--- src/rtl/dma_chan_pkg.sv ---
// Package: shared encodings for the burst copy engine.
// The state encoding equals the status code seen at the port, so the status
// output is the state register itself.
package dma_chan_pkg;

    typedef enum logic [3:0] {
        ST_OK      = 4'd0,
        ST_RD_FAIL = 4'd1,
        ST_IDLE    = 4'd2,
        ST_WR_FAIL = 4'd3,
        ST_RD_REQ  = 4'd4,
        ST_RD_XFER = 4'd5,
        ST_WR_REQ  = 4'd6,
        ST_WR_XFER = 4'd7
    } chan_state_e;

    localparam int WORD_BYTES = 4;
    localparam int DATA_W     = 32;

endpackage

--- src/rtl/dma_burst_sizer.sv ---
// Module: dma_burst_sizer
// Picks the size of the next burst from the bytes still to move.
// Assumes rem_bytes and MAX_BURST_BYTES are multiples of 4 and that
// LEN_W can hold MAX_BURST_BYTES. Purely combinational.
module dma_burst_sizer #(
    parameter int LEN_W           = 16,
    parameter int MAX_BURST_BYTES = 16
) (
    input  logic [LEN_W-1:0] rem_bytes,
    output logic [LEN_W-1:0] burst_bytes,
    output logic             final_burst
);
    localparam logic [LEN_W-1:0] CAP = LEN_W'(MAX_BURST_BYTES);

    // Clamp the remaining count to the burst cap and flag the final burst.
    always_comb begin
        if (rem_bytes > CAP) begin
            burst_bytes = CAP;
            final_burst = 1'b0;
        end else begin
            burst_bytes = rem_bytes;
            final_burst = 1'b1;
        end
    end
endmodule

--- src/rtl/dma_burst_buf.sv ---
// Module: dma_burst_buf
// Holds one burst of read data until it is written out.
// One write port, one asynchronous read port. The contents need no reset,
// because every word is written by a read beat before it is sent.
module dma_burst_buf #(
    parameter int WORDS  = 4,
    parameter int DATA_W = 32,
    parameter int IDX_W  = 2
) (
    input  logic              clk,
    input  logic              wr_en,
    input  logic [IDX_W-1:0]  wr_idx,
    input  logic [DATA_W-1:0] wr_data,
    input  logic [IDX_W-1:0]  rd_idx,
    output logic [DATA_W-1:0] rd_data
);
    logic [DATA_W-1:0] store_q [WORDS];

    // Capture a read beat's data into its slot.
    always_ff @(posedge clk) begin
        if (wr_en) store_q[wr_idx] <= wr_data;
    end

    assign rd_data = store_q[rd_idx];
endmodule

--- src/rtl/dma_chan_engine.sv ---
// Module: dma_chan_engine (top)
// One DMA channel: copies xfer_len bytes from src_addr to dst_addr in bursts
// of up to MAX_BURST_BYTES. Each burst is read into a local store and then
// written out. Each phase requests the shared bus and waits for a grant. The
// grant is taken as held until the beat flagged bus_last completes.
// A beat completes on bus_valid && bus_ready, with bus_rdata and bus_err
// sampled in that cycle. Addresses and length are assumed word aligned;
// the low two length bits are ignored.
module dma_chan_engine
    import dma_chan_pkg::*;
#(
    parameter int ADDR_W          = 32,
    parameter int LEN_W           = 16,
    parameter int MAX_BURST_BYTES = 16
) (
    input  logic              clk,
    input  logic              rst_n,
    input  logic              start,
    input  logic [ADDR_W-1:0] src_addr,
    input  logic [ADDR_W-1:0] dst_addr,
    input  logic [LEN_W-1:0]  xfer_len,
    input  logic              soft_reset,
    input  logic              irq_off,
    output logic [3:0]        status,
    output logic              irq,
    output logic              bus_req,
    input  logic              bus_gnt,
    output logic              bus_valid,
    output logic              bus_we,
    output logic              bus_last,
    output logic [ADDR_W-1:0] bus_addr,
    output logic [31:0]       bus_wdata,
    input  logic              bus_ready,
    input  logic [31:0]       bus_rdata,
    input  logic              bus_err
);
    localparam int BURST_WORDS = MAX_BURST_BYTES / WORD_BYTES;
    localparam int IDX_W       = (BURST_WORDS > 1) ? $clog2(BURST_WORDS) : 1;

    chan_state_e       state_q;
    logic [ADDR_W-1:0] src_q, dst_q;
    logic [LEN_W-1:0]  rem_q;
    logic [IDX_W-1:0]  idx_q;
    logic              stop_q;

    logic [LEN_W-1:0]  burst_bytes;
    logic              final_burst;
    logic [LEN_W-1:0]  words_m1;
    logic              last_beat;
    logic              beat_done;
    logic              in_xfer;
    logic              stop_now;
    logic [LEN_W-1:0]  len_aligned;
    logic [ADDR_W-1:0] beat_base;

    dma_burst_sizer #(
        .LEN_W          (LEN_W),
        .MAX_BURST_BYTES(MAX_BURST_BYTES)
    ) u_sizer (
        .rem_bytes  (rem_q),
        .burst_bytes(burst_bytes),
        .final_burst(final_burst)
    );

    dma_burst_buf #(
        .WORDS (BURST_WORDS),
        .DATA_W(DATA_W),
        .IDX_W (IDX_W)
    ) u_buf (
        .clk    (clk),
        .wr_en  (state_q == ST_RD_XFER && beat_done && !bus_err),
        .wr_idx (idx_q),
        .wr_data(bus_rdata),
        .rd_idx (idx_q),
        .rd_data(bus_wdata)
    );

    // Decode beat position, completion and the pending-stop condition.
    always_comb begin
        words_m1    = (burst_bytes >> 2) - LEN_W'(1);
        last_beat   = (LEN_W'(idx_q) == words_m1);
        in_xfer     = (state_q == ST_RD_XFER) || (state_q == ST_WR_XFER);
        beat_done   = in_xfer && bus_ready;
        stop_now    = stop_q || soft_reset;
        len_aligned = {xfer_len[LEN_W-1:2], 2'b00};
        beat_base   = (state_q == ST_WR_XFER) ? dst_q : src_q;
    end

    // Drive the bus side and the status outputs from the state register.
    always_comb begin
        bus_req   = (state_q == ST_RD_REQ) || (state_q == ST_RD_XFER) ||
                    (state_q == ST_WR_REQ) || (state_q == ST_WR_XFER);
        bus_valid = in_xfer;
        bus_we    = (state_q == ST_WR_XFER);
        bus_last  = in_xfer && last_beat;
        bus_addr  = beat_base + ADDR_W'({idx_q, 2'b00});
        status    = state_q;
        irq       = ((state_q == ST_OK) || (state_q == ST_RD_FAIL) ||
                     (state_q == ST_WR_FAIL)) && !irq_off;
    end

    // Channel sequencer: phases, pointer advance, errors and soft reset.
    always_ff @(posedge clk) begin
        if (!rst_n) begin
            state_q <= ST_IDLE;
            src_q   <= '0;
            dst_q   <= '0;
            rem_q   <= '0;
            idx_q   <= '0;
            stop_q  <= 1'b0;
        end else begin
            case (state_q)
                ST_IDLE: begin
                    if (start && !soft_reset) begin
                        src_q   <= src_addr;
                        dst_q   <= dst_addr;
                        rem_q   <= len_aligned;
                        idx_q   <= '0;
                        state_q <= (len_aligned == '0) ? ST_OK : ST_RD_REQ;
                    end
                end
                ST_RD_REQ: begin
                    if (soft_reset)   state_q <= ST_IDLE;
                    else if (bus_gnt) state_q <= ST_RD_XFER;
                end
                ST_RD_XFER: begin
                    if (soft_reset) stop_q <= 1'b1;
                    if (beat_done) begin
                        if (stop_now) begin
                            stop_q  <= 1'b0;
                            idx_q   <= '0;
                            state_q <= ST_IDLE;
                        end else if (bus_err) begin
                            state_q <= ST_RD_FAIL;
                        end else if (last_beat) begin
                            idx_q   <= '0;
                            state_q <= ST_WR_REQ;
                        end else begin
                            idx_q <= idx_q + IDX_W'(1);
                        end
                    end
                end
                ST_WR_REQ: begin
                    if (soft_reset)   state_q <= ST_IDLE;
                    else if (bus_gnt) state_q <= ST_WR_XFER;
                end
                ST_WR_XFER: begin
                    if (soft_reset) stop_q <= 1'b1;
                    if (beat_done) begin
                        if (stop_now) begin
                            stop_q  <= 1'b0;
                            idx_q   <= '0;
                            state_q <= ST_IDLE;
                        end else if (bus_err) begin
                            state_q <= ST_WR_FAIL;
                        end else if (last_beat) begin
                            idx_q   <= '0;
                            src_q   <= src_q + ADDR_W'(burst_bytes);
                            dst_q   <= dst_q + ADDR_W'(burst_bytes);
                            rem_q   <= rem_q - burst_bytes;
                            state_q <= final_burst ? ST_OK : ST_RD_REQ;
                        end else begin
                            idx_q <= idx_q + IDX_W'(1);
                        end
                    end
                end
                default: begin
                    if (soft_reset) state_q <= ST_IDLE;
                end
            endcase
        end
    end
endmodule

--- config.mk ---
export PLATFORM = sky130hd
export DESIGN_NAME = dma_chan_engine
export DESIGN_NICKNAME = d
export VERILOG_FILES = /design/src/rtl/dma_chan_pkg.sv /design/src/rtl/dma_burst_sizer.sv /design/src/rtl/dma_burst_buf.sv /design/src/rtl/dma_chan_engine.sv
export SDC_FILE = /design/constraint.sdc
export NUM_CORES = 1
export LEC_CHECK = 0
export BUFFER_PORTS_ARGS = -buffer_cell sky130_fd_sc_hd__buf_2
export CAP_MARGIN = 0
export CORE_ASPECT_RATIO = 1.2
export CORE_MARGIN = 2
export CORE_UTILIZATION = 50
export CTS_BUF_LIST = sky130_fd_sc_hd__clkbuf_16
export DETAILED_ROUTE_END_ITERATION = 6
export PLACE_DENSITY = 0.72
export SYNTH_ARGS = -nofsm -noshare
export SYNTH_HDL_FRONTEND = slang
export SYNTH_SLANG_ARGS = --single-unit
--- constraint.sdc ---
create_clock -name clk -period 4.8 [get_ports clk]
set_clock_uncertainty 0.1 [all_clocks]
set_input_delay 0.96 -clock clk [delete_from_list [all_inputs] [get_ports clk]]
set_output_delay 0.96 -clock clk [all_outputs]
set_load 0.01 [all_outputs]
Word-level counts from Yosys, hierarchy flattened:

Memories as Yosys holds them, arrays and structs flattened. A register that Yosys moved wholly into a read port is not among the register bits.
Index checks and enable logic that the tools add are counted.

* $add $sub $neg: 6
* $lt $le $gt $ge: 1
* reduce and logical (&&, ||, !) cells: 25
* muxes and demuxes: 50
* equal/unequal tests: 20

Operators with widths (count)
* 32-bit two-way mux: 11
* 32-bit one-hot mux with 2 select lines: 2
* 16-bit two-way mux: 6
* 32-bit by 16-bit adder with 32-bit output: 2
* 4-bit two-way mux: 14
* 32-bit by 4-bit adder with 32-bit output: 1
* 16-bit one-hot mux with 2 select lines: 1
* 4-bit one-hot mux with 5 select lines: 1
* 2-bit by 16-bit equality test with 1-bit output: 1
* 4-bit by 3-bit equality test with 1-bit output, second input constant: 4
* 16-bit by 5-bit > comparator with 1-bit output, second input constant: 1
* 16-bit zero test: 1
* 16-bit subtractor: 1
* 14-bit by 1-bit subtractor with 15-bit output, second input constant: 1
* 2-bit two-way mux: 7
* 4-bit by 2-bit equality test with 1-bit output, second input constant: 2
* 2-bit != test, second input constant: 4
* 8-bit AND reduction: 1
* 1-bit logical OR: 7
* 1-bit logical AND: 6
* 3-bit two-way mux: 2
* 2-bit by 1-bit != test with 1-bit output, second input constant: 3
* 3-bit != test, second input constant: 2
* 6-bit AND reduction: 1
* 13 further kinds: 20

* word-level logic and storage cells: 109
* input port bits: 120
* register bits: 87
* output and inout port bits: 73
* memories: 1
* bits in writable memories: 128

Memories
* u_buf.store_q: depth 4, bits a word 32, read ports 1, clocked after memory_dff 1, wr ports 1, line dma_burst_buf.sv:17 `logic [DATA_W-1:0] store_q [WORDS];`

Longest topological paths before layout:

Gate-level depths: netlist of run 1.

* word-level depth: 11
* gate-level depth with buffers: 16
* depth with buffers taken out: 14

By module:

A second synthesis of run 1 with hierarchy kept.

* cell total of the unflattened synthesis: 1318
* area, all modules: 13076.3 µm²

Modules (own cells, without submodules)
* dma_chan_engine: times used 1, sequential area each 1721.7 µm², area an instance 8201.6 µm², cells an instance 1118
* dma_burst_buf: times used 1, sequential area each 3843.7 µm², area an instance 4689.5 µm², cells an instance 171
* dma_burst_sizer: times used 1, sequential area each 0.0 µm², area an instance 185.2 µm², cells an instance 29

Worst setup path before layout of run 1:

No wires, ideal clock.

* kind: register to output
* start point: reg state_q[0], in the netlist status[0]
* end point: out bus_addr[20]
* path slack: 0.240 ns
* data arrival time: 3.500 ns
* data required time: 3.740 ns
* stages on the path, launching flop included: 17
* path buffers: 5
* cells stage by stage: dfxtp_1 -> nand3_2 -> buf_2 -> inv_2 -> buf_2 -> clkbuf_1 -> clkbuf_1 -> buf_1 -> nand2_1 -> nand2_1 -> ha_1 -> fa_1 -> nand4_1 -> nor4_4 -> nand2_1 -> xor2_1 -> a21oi_1

* longest elaborated chain between the ends: 3

RTL lines
* start, declared: line dma_chan_engine.sv:40 `chan_state_e state_q;`
* start signal, assigned: line dma_chan_engine.sv:119 `state_q <= (len_aligned == '0) ? ST_OK : ST_RD_REQ;`
* start signal, assigned: line dma_chan_engine.sv:161 `state_q <= final_burst ? ST_OK : ST_RD_REQ;`
* 4-bit by 3-bit equality test with 1-bit output
* via bus_we: line dma_chan_engine.sv:29 `output logic bus_we,`
* 32-bit two-way mux: line dma_chan_engine.sv:86 `beat_base = (state_q == ST_WR_XFER) ? dst_q : src_q;`
* 32-bit by 4-bit adder with 32-bit output: line dma_chan_engine.sv:96 `bus_addr = beat_base + ADDR_W'({idx_q, 2'b00});`
* end, declared: line dma_chan_engine.sv:31 `output logic [ADDR_W-1:0] bus_addr,`

The timed path passes the listed nets, and every way through them passes these cells.

Final worst setup path of run 1:

* start point: reg state_q[2], in the netlist status[2]
* end point: out bus_addr[21]

* longest elaborated chain between the ends: 3

RTL lines (line)
* 4-bit by 3-bit equality test with 1-bit output: dma_chan_engine.sv:86
* 32-bit two-way mux: dma_chan_engine.sv:86
* 32-bit by 4-bit adder with 32-bit output: dma_chan_engine.sv:96

No other way between the ends.

==> flow_summary.yaml, run 1 <==
detailed_routing:
  wl_met1_um: 13600
  wl_per_cell_um: 18.8
  remaining_drc_errors: 0
  drt-total-wl_um: 32700
  num_vias: 10264
  antenna_left: 0
  wl_met2_um: 15700
  wl_met3_um: 2270
  topRoutingLayerUsed: "met4"
  first_pass_iters: 6
  viasPerCell: 5.89
  drt_iter0_markers: 667
global_route:
  grtUsageTotal: 0.246
  antenna_found_initial: 5
  grt_pass1_wl_um: 51500
  gr-total-overflow: 0
  grt_max_degree: 60
  grt_pass1_vias: 9865
critical_path:
  worstSetupPathType: "reg2out"
  r2r-end: "dst_q[24]$_SDFFE_PN0P_"
  path_common_cell: "nand2_1"
  crit_path_start_kind: "flop"
  r2r_setup_slack_ps: 540
  critPathMaxStageDelay_ps: 490
  startpoint: "status[2]$_SDFFE_PN0P_"
  worstSetupEndpointType: "output pin"
  cp_max_fo: 13
  path_cells: "nand3_4 -> inv_2 -> nand2_1 -> nand2_1 -> ha_1 -> a21o_1 -> o2111ai_1 -> nor3_4 -> buf_4 -> nand3_1 -> xor2_1 -> mux2i_1 -> buf_2"
  crit_required_ps: 3740
  cpMaxStageDelayCell: "dfxtp_2"
  worst_r2r_path_depth: 14
  reg2reg_from: "rem_q[7]$_SDFFE_PN0P_"
  critPathArrivalTime_ps: 3470
sta:
  max_freq_ghz: 0.221
  rsz0062_at_grt: "false"
  holdWs_ps: 394
  slew_headroom: 0.258
  finalCriticalPeriod_ps: 4530
  setup_viol: 0
  setup_tns_ps: 0
  min_period_over_period: 0.944
  layout_setup_ws_ps: 266
  finalHoldViolCount: 0
  slew_viol_final: 0
  tightest_slew_ps: 1100
pwr:
  ir_worst_vdd_mv: 0.286
  leakage_nw: 5.63
  power.density_mw_per_mm2: 364
synth:
  synth_flop_cell: "edfxtp_1"
  yosysMostFrequentCell: "nand2_1"
  yosys-top-cells-count: "138 x nand2_1, 128 x edfxtp_1, 98 x nor2_1, 88 x dfxtp_1, 81 x a21oi_1"
  synth_area_leaders: "edfxtp_1 31%, dfxtp_1 14%, mux4_2 5.8%, nand2_1 4.2%, ha_1 4.0%"
  async_reset_ff_frac: 0
  syn_avg_cell_area_um2: 10.3
  netlist_instances: 1203
  synth_area_mm2: 0.0124
  synth_top_cell_by_area: "edfxtp_1"
  seq_area_frac_synth: 0.452
  yosys_warnings: 0
  yosys.area.top_type_share: 0.310
  synth_edf_count: 128
  ys_ff_latch: 216
  ys_types: 83
cells_and_area:
  final_net_count: 1559
  drive_above_1_share: 0.236
  multi_input_area_mm2: 0.00648
  fin_util: 0.590
  final_cells: 1743
  fill_cells: 2104
  area_growth_syn_to_layout_pct: 16.7
  seqCellArea_mm2: 0.00561
floorplan:
  fp-row-count: 63
  die_area_mm2: 0.0261
  dieWidth_um: 148
  die_h_um: 177
  core_area_mm2: 0.0245
  pin_count: 193
  start_util: 0.506
worst_hold_path:
  min_path_cells: 2
  min_from: "rem_q[14]$_SDFFE_PN0P_"
  hold_class: "reg2reg"
  holdPathEnd: "rem_q[14]$_SDFFE_PN0P_"
clocking:
  cts.sinks: 216
  cts_root_buffer: "clkbuf_16"
  cts_tree: "done"
  clkSlewWorstSetupHoldPaths_ps: 70
  htreeDepth: 1
  cts_buffers: 23
  clock_path_buffers: 3
  clk_latency_ps: 520
placed_design:
  place.port_buffers: 189
  hpwlAfterDp_um: 23400
  dp_cells: 1691
  pre_cts_ws_ps: 493
  place.gp.congestion: 0.923
flow_run:
  maxCapViolCount: 0
outcome:
  outcome: "finished clean"
[report_power, final]
part | switching [W] | total [W] | internal [W]
clock | 0.000750 | 0.00164 | 0.000886
sequential | 0.000169 | 0.00225 | 0.00208
combinational | 0.000826 | 0.00139 | 0.000564
[flip-flops by register name, indices dropped and copies added, names as in the netlist, named ones only]
signal,cells
dst_q,32
stop_q,1
u_buf.store_q,128
src_q,32
status,3
idx_q,2
rem_q,16
[through the flow]
stage	cell area [um2]	power (W)
after detailed placement	13700	0.00364
final	14500	0.00527
after CTS	14500	0.00528
after floorplan	12500	0.00326
after global routing	14500	0.00554
after global placement	13700	0.00362
[placed cells by master, fill, tap and decap left out, types with 14 or more instances in the layout]
| cell | instances |
|---|---|
| a211oi_1 | 21 |
| dfxtp_1 | 86 |
| o211ai_1 | 15 |
| buf_4 | 27 |
| a31oi_1 | 15 |
| mux4_2 | 32 |
| clkbuf_16 | 23 |
| mux2i_1 | 31 |
| and3_1 | 14 |
| nor2_1 | 98 |
| conb_1 | 24 |
| xnor2_1 | 28 |
| edfxtp_1 | 128 |
| xor2_1 | 27 |
| nor3_1 | 27 |
| nand2_1 | 138 |
| buf_2 | 189 |
| nand3_1 | 43 |
| a21oi_1 | 81 |
| o21ai_0 | 54 |
| ha_1 | 40 |
| a21o_1 | 15 |
| inv_1 | 27 |
[how the worst max path moves through the flow]
stage	to	slack (ps)	depth (start not counted)
after global placement	bus_addr[20]	540	9
after global routing	bus_addr[29]	40	14
after CTS	bus_addr[20]	120	13
after floorplan	bus_addr[20]	240	16
final	bus_addr[21]	270	13
after detailed placement	bus_addr[20]	490	9
[final cells by class]
| type | count | share of cell area |
|---|---|---|
| antenna | 5 | 0.000864 |
| clock buffer | 23 | 0.0398 |
| clock inverter | 19 | 0.00813 |
| inverter | 23 | 0.00596 |
| multi-input combinational | 914 | 0.448 |
| sequential | 216 | 0.387 |
| tap | 325 | 0.0281 |
| timing repair buffer | 218 | 0.0821 |
[worst max-delay path, delay by kind of cell (launching register included)]
family | cells | cell delay [ps]
adders and majority gates | 1 | 200
buffers and inverters | 3 | 570
DFF | 1 | 490
muxes | 1 | 280
xor gates and xnor gates | 1 | 160
AOI/OAI and AO/OA | 2 | 600
and+or+nand+nor | 5 | 650
[repair_timing]
action	4_1_cts	5_1_grt
pin swaps	2	0
gates resized for setup	0	1
setup endpoints to repair	4	9
setup buffers	5	0
hold buffers	0	0
[cell families (layout without fill, tap and decap cells)]
logic type / Yosys count / after routing / share of synthesized area
adder cells (fa/ha/maj): 43 / 43 / 0.0452
XOR/XNOR: 55 / 55 / 0.0388
multiplexers: 67 / 67 / 0.0867
flip-flops: 216 / 216 / 0.452
other: 1 / 29 / 0.000302
AND/OR/NAND/NOR: 402 / 402 / 0.159
buffers and inverters: 96 / 283 / 0.0335
AO/OA/AOI/OAI: 323 / 323 / 0.184
[routing by layer]
metal | vias to the layer above | track usage
met4 | 0 | 0.0881
met2 | 381 | 0.422
met3 | 76 | 0.0370
met1 | 4871 | 0.318
li1 | 4936 | -
met5 | - | 0
Note: power is estimated with default switching activity, not from simulation.
==> run 2: changes to the inputs <==
--- a/config.mk
+++ b/config.mk
@@ -6,7 +6,7 @@
 export NUM_CORES = 1
 export LEC_CHECK = 0
 export BUFFER_PORTS_ARGS = -buffer_cell sky130_fd_sc_hd__buf_2
-export CAP_MARGIN = 0
+export CAP_MARGIN = 10
 export CORE_ASPECT_RATIO = 1.2
 export CORE_MARGIN = 2
 export CORE_UTILIZATION = 50
==> constraint.sdc (replaced) <==
create_clock -name clk -period 5.75 [get_ports clk]
set_clock_uncertainty 0.1 [all_clocks]
set_input_delay 1.15 -clock clk [delete_from_list [all_inputs] [get_ports clk]]
set_output_delay 1.15 -clock clk [all_outputs]
set_load 0.01 [all_outputs]
==> flow_summary.yaml, run 2 (synthesis gave the netlist of run 1 again) <==
detailed_routing:
  viasPerCell: 5.93
  wl_per_cell_um: 19.1
  first_pass_iters: 5
  antenna_left: 0
  num_vias: 10272
  drt-total-wl_um: 33000
  drt_iter0_markers: 644
  remaining_drc_errors: 0
clocking:
  ctsResizeCount: 0
  clock_path_buffers: 3
  clkSlewWorstSetupHoldPaths_ps: 60
  clk_latency_ps: 520
  htreeDepth: 1
  cts_buffers: 24
  cts.sinks: 216
  cts-hold-fix-buffers: 0
  cts_root_buffer: "clkbuf_16"
  cts_setup_buffers: 0
  cts_tree: "done"
sta:
  setup_viol: 0
  finalCriticalPeriod_ps: 5330
  rsz0062_at_grt: "false"
  min_period_over_period: 0.927
  slew_headroom: 0.389
  setup_tns_ps: 0
  slew_viol_final: 0
  tightest_slew_ps: 905
  max_freq_ghz: 0.188
  finalHoldViolCount: 0
global_route:
  grt_pass1_wl_um: 51800
  gr-total-overflow: 0
  antenna_found_initial: 3
  grt_max_degree: 69
  grt_pass1_vias: 9772
  grtUsageTotal: 0.249
cells_and_area:
  area_growth_syn_to_layout_pct: 16.7
  fill_cells: 2063
  reg_top3: "u_buf.store_q: 128 flops, dst_q: 32 flops, src_q: 32 flops"
  largest_register_ffs: 128
  seqCellArea_mm2: 0.00561
  layout_commonest_cell: "buf_2"
  fin_area_mm2: 0.0145
  drive_above_1_share: 0.232
  top_register: "u_buf.store_q"
  multi_input_area_mm2: 0.00648
  layout_common_cells: "189 x buf_2, 138 x nand2_1, 128 x edfxtp_1"
  final_net_count: 1549
pwr:
  power.density_mw_per_mm2: 315
  ir_worst_vdd_mv: 0.251
  leakage_nw: 5.60
critical_path:
  crit_path_start_kind: "flop"
  worstSetupPathType: "reg2out"
  critPathArrivalTime_ps: 4080
  startpoint: "status[0]$_SDFFE_PN0P_"
  worstSetupEndpointType: "output pin"
  cp_max_fo: 27
  reg2reg_from: "rem_q[7]$_SDFFE_PN0P_"
  crit_required_ps: 4500
floorplan:
  pin_count: 193
  die_h_um: 177
  fp-row-count: 63
  dieWidth_um: 148
  die_area_mm2: 0.0261
  core_area_mm2: 0.0245
  start_util: 0.506
outcome:
  outcome: "finished clean"
placed_design:
  place_area_mm2: 0.0137
  place.gp.congestion: 0.944
  place.port_buffers: 189
  hpwlAfterDp_um: 22900
worst_hold_path:
  min_from: "rem_q[0]$_SDFFE_PN0P_"
  hold_class: "reg2reg"
flow_run:
  maxCapViolCount: 0
-- run 2: worst max-delay path, cell delays in order (launching register included) --
cell	delay [ps]
dfxtp_1	620
nand3_4	430
buf_4	370
mux2i_1	360
o2111ai_1	430
nor3_4	570
nand2_1	220
a21oi_1	190
xnor2_1	180
buf_2	180
-- run 2: path summary, 6_finish.rpt --
path / to / slack, ps / cells past startpoint
setup / recovery: bus_addr[25] / 420 / 9
hold / removal: rem_q[0]$_SDFFE_PN0P_ / 390 / 1
setup reg to reg: dst_q[28]$_SDFFE_PN0P_ / 1180 / 13
hold reg to reg: rem_q[0]$_SDFFE_PN0P_ / 390 / 1
-- run 2: metrics by stage --
step / cells / total power, W / hold WS (ps) / util / setup slack (ps)
after global routing: 1727 / 0.00480 / 398 / 0.590 / 137
after global placement: 1685 / 0.00300 / 367 / 0.558 / 1010
after floorplan: 1226 / 0.00272 / 354 / - / 1000
final: 1731 / 0.00456 / 388 / 0.590 / 419
after detailed placement: 1685 / 0.00302 / 373 / 0.558 / 968
after CTS: 1727 / 0.00457 / 385 / 0.590 / 402
-- run 2: cell type report --
type	instances	share of cell area
Tap cell	325	0.0281
Clock buffer	25	0.0432
Sequential cell	216	0.387
Clock inverter	17	0.0115
Multi-Input combinational cell	914	0.448
Inverter	23	0.00596
Timing Repair Buffer	207	0.0756
Antenna cell	4	0.000692
-- run 2: report_power, final --
part | leakage [nW] | internal [W] | switching (W)
clock | 0.380 | 0.000919 | 0.000629
sequential | 1.87 | 0.00173 | 0.000150
combinational | 3.35 | 0.000454 | 0.000674
total | 5.60 | 0.00311 | 0.00145
-- run 2: metal layers --
layer  wire (um)  vias up  global-route usage
met5          13        -                   0
met1       13600     4894               0.325
li1            -     4929                   -
met2       16000      374               0.428
met3        2290       73              0.0320
met4        1100        2              0.0845
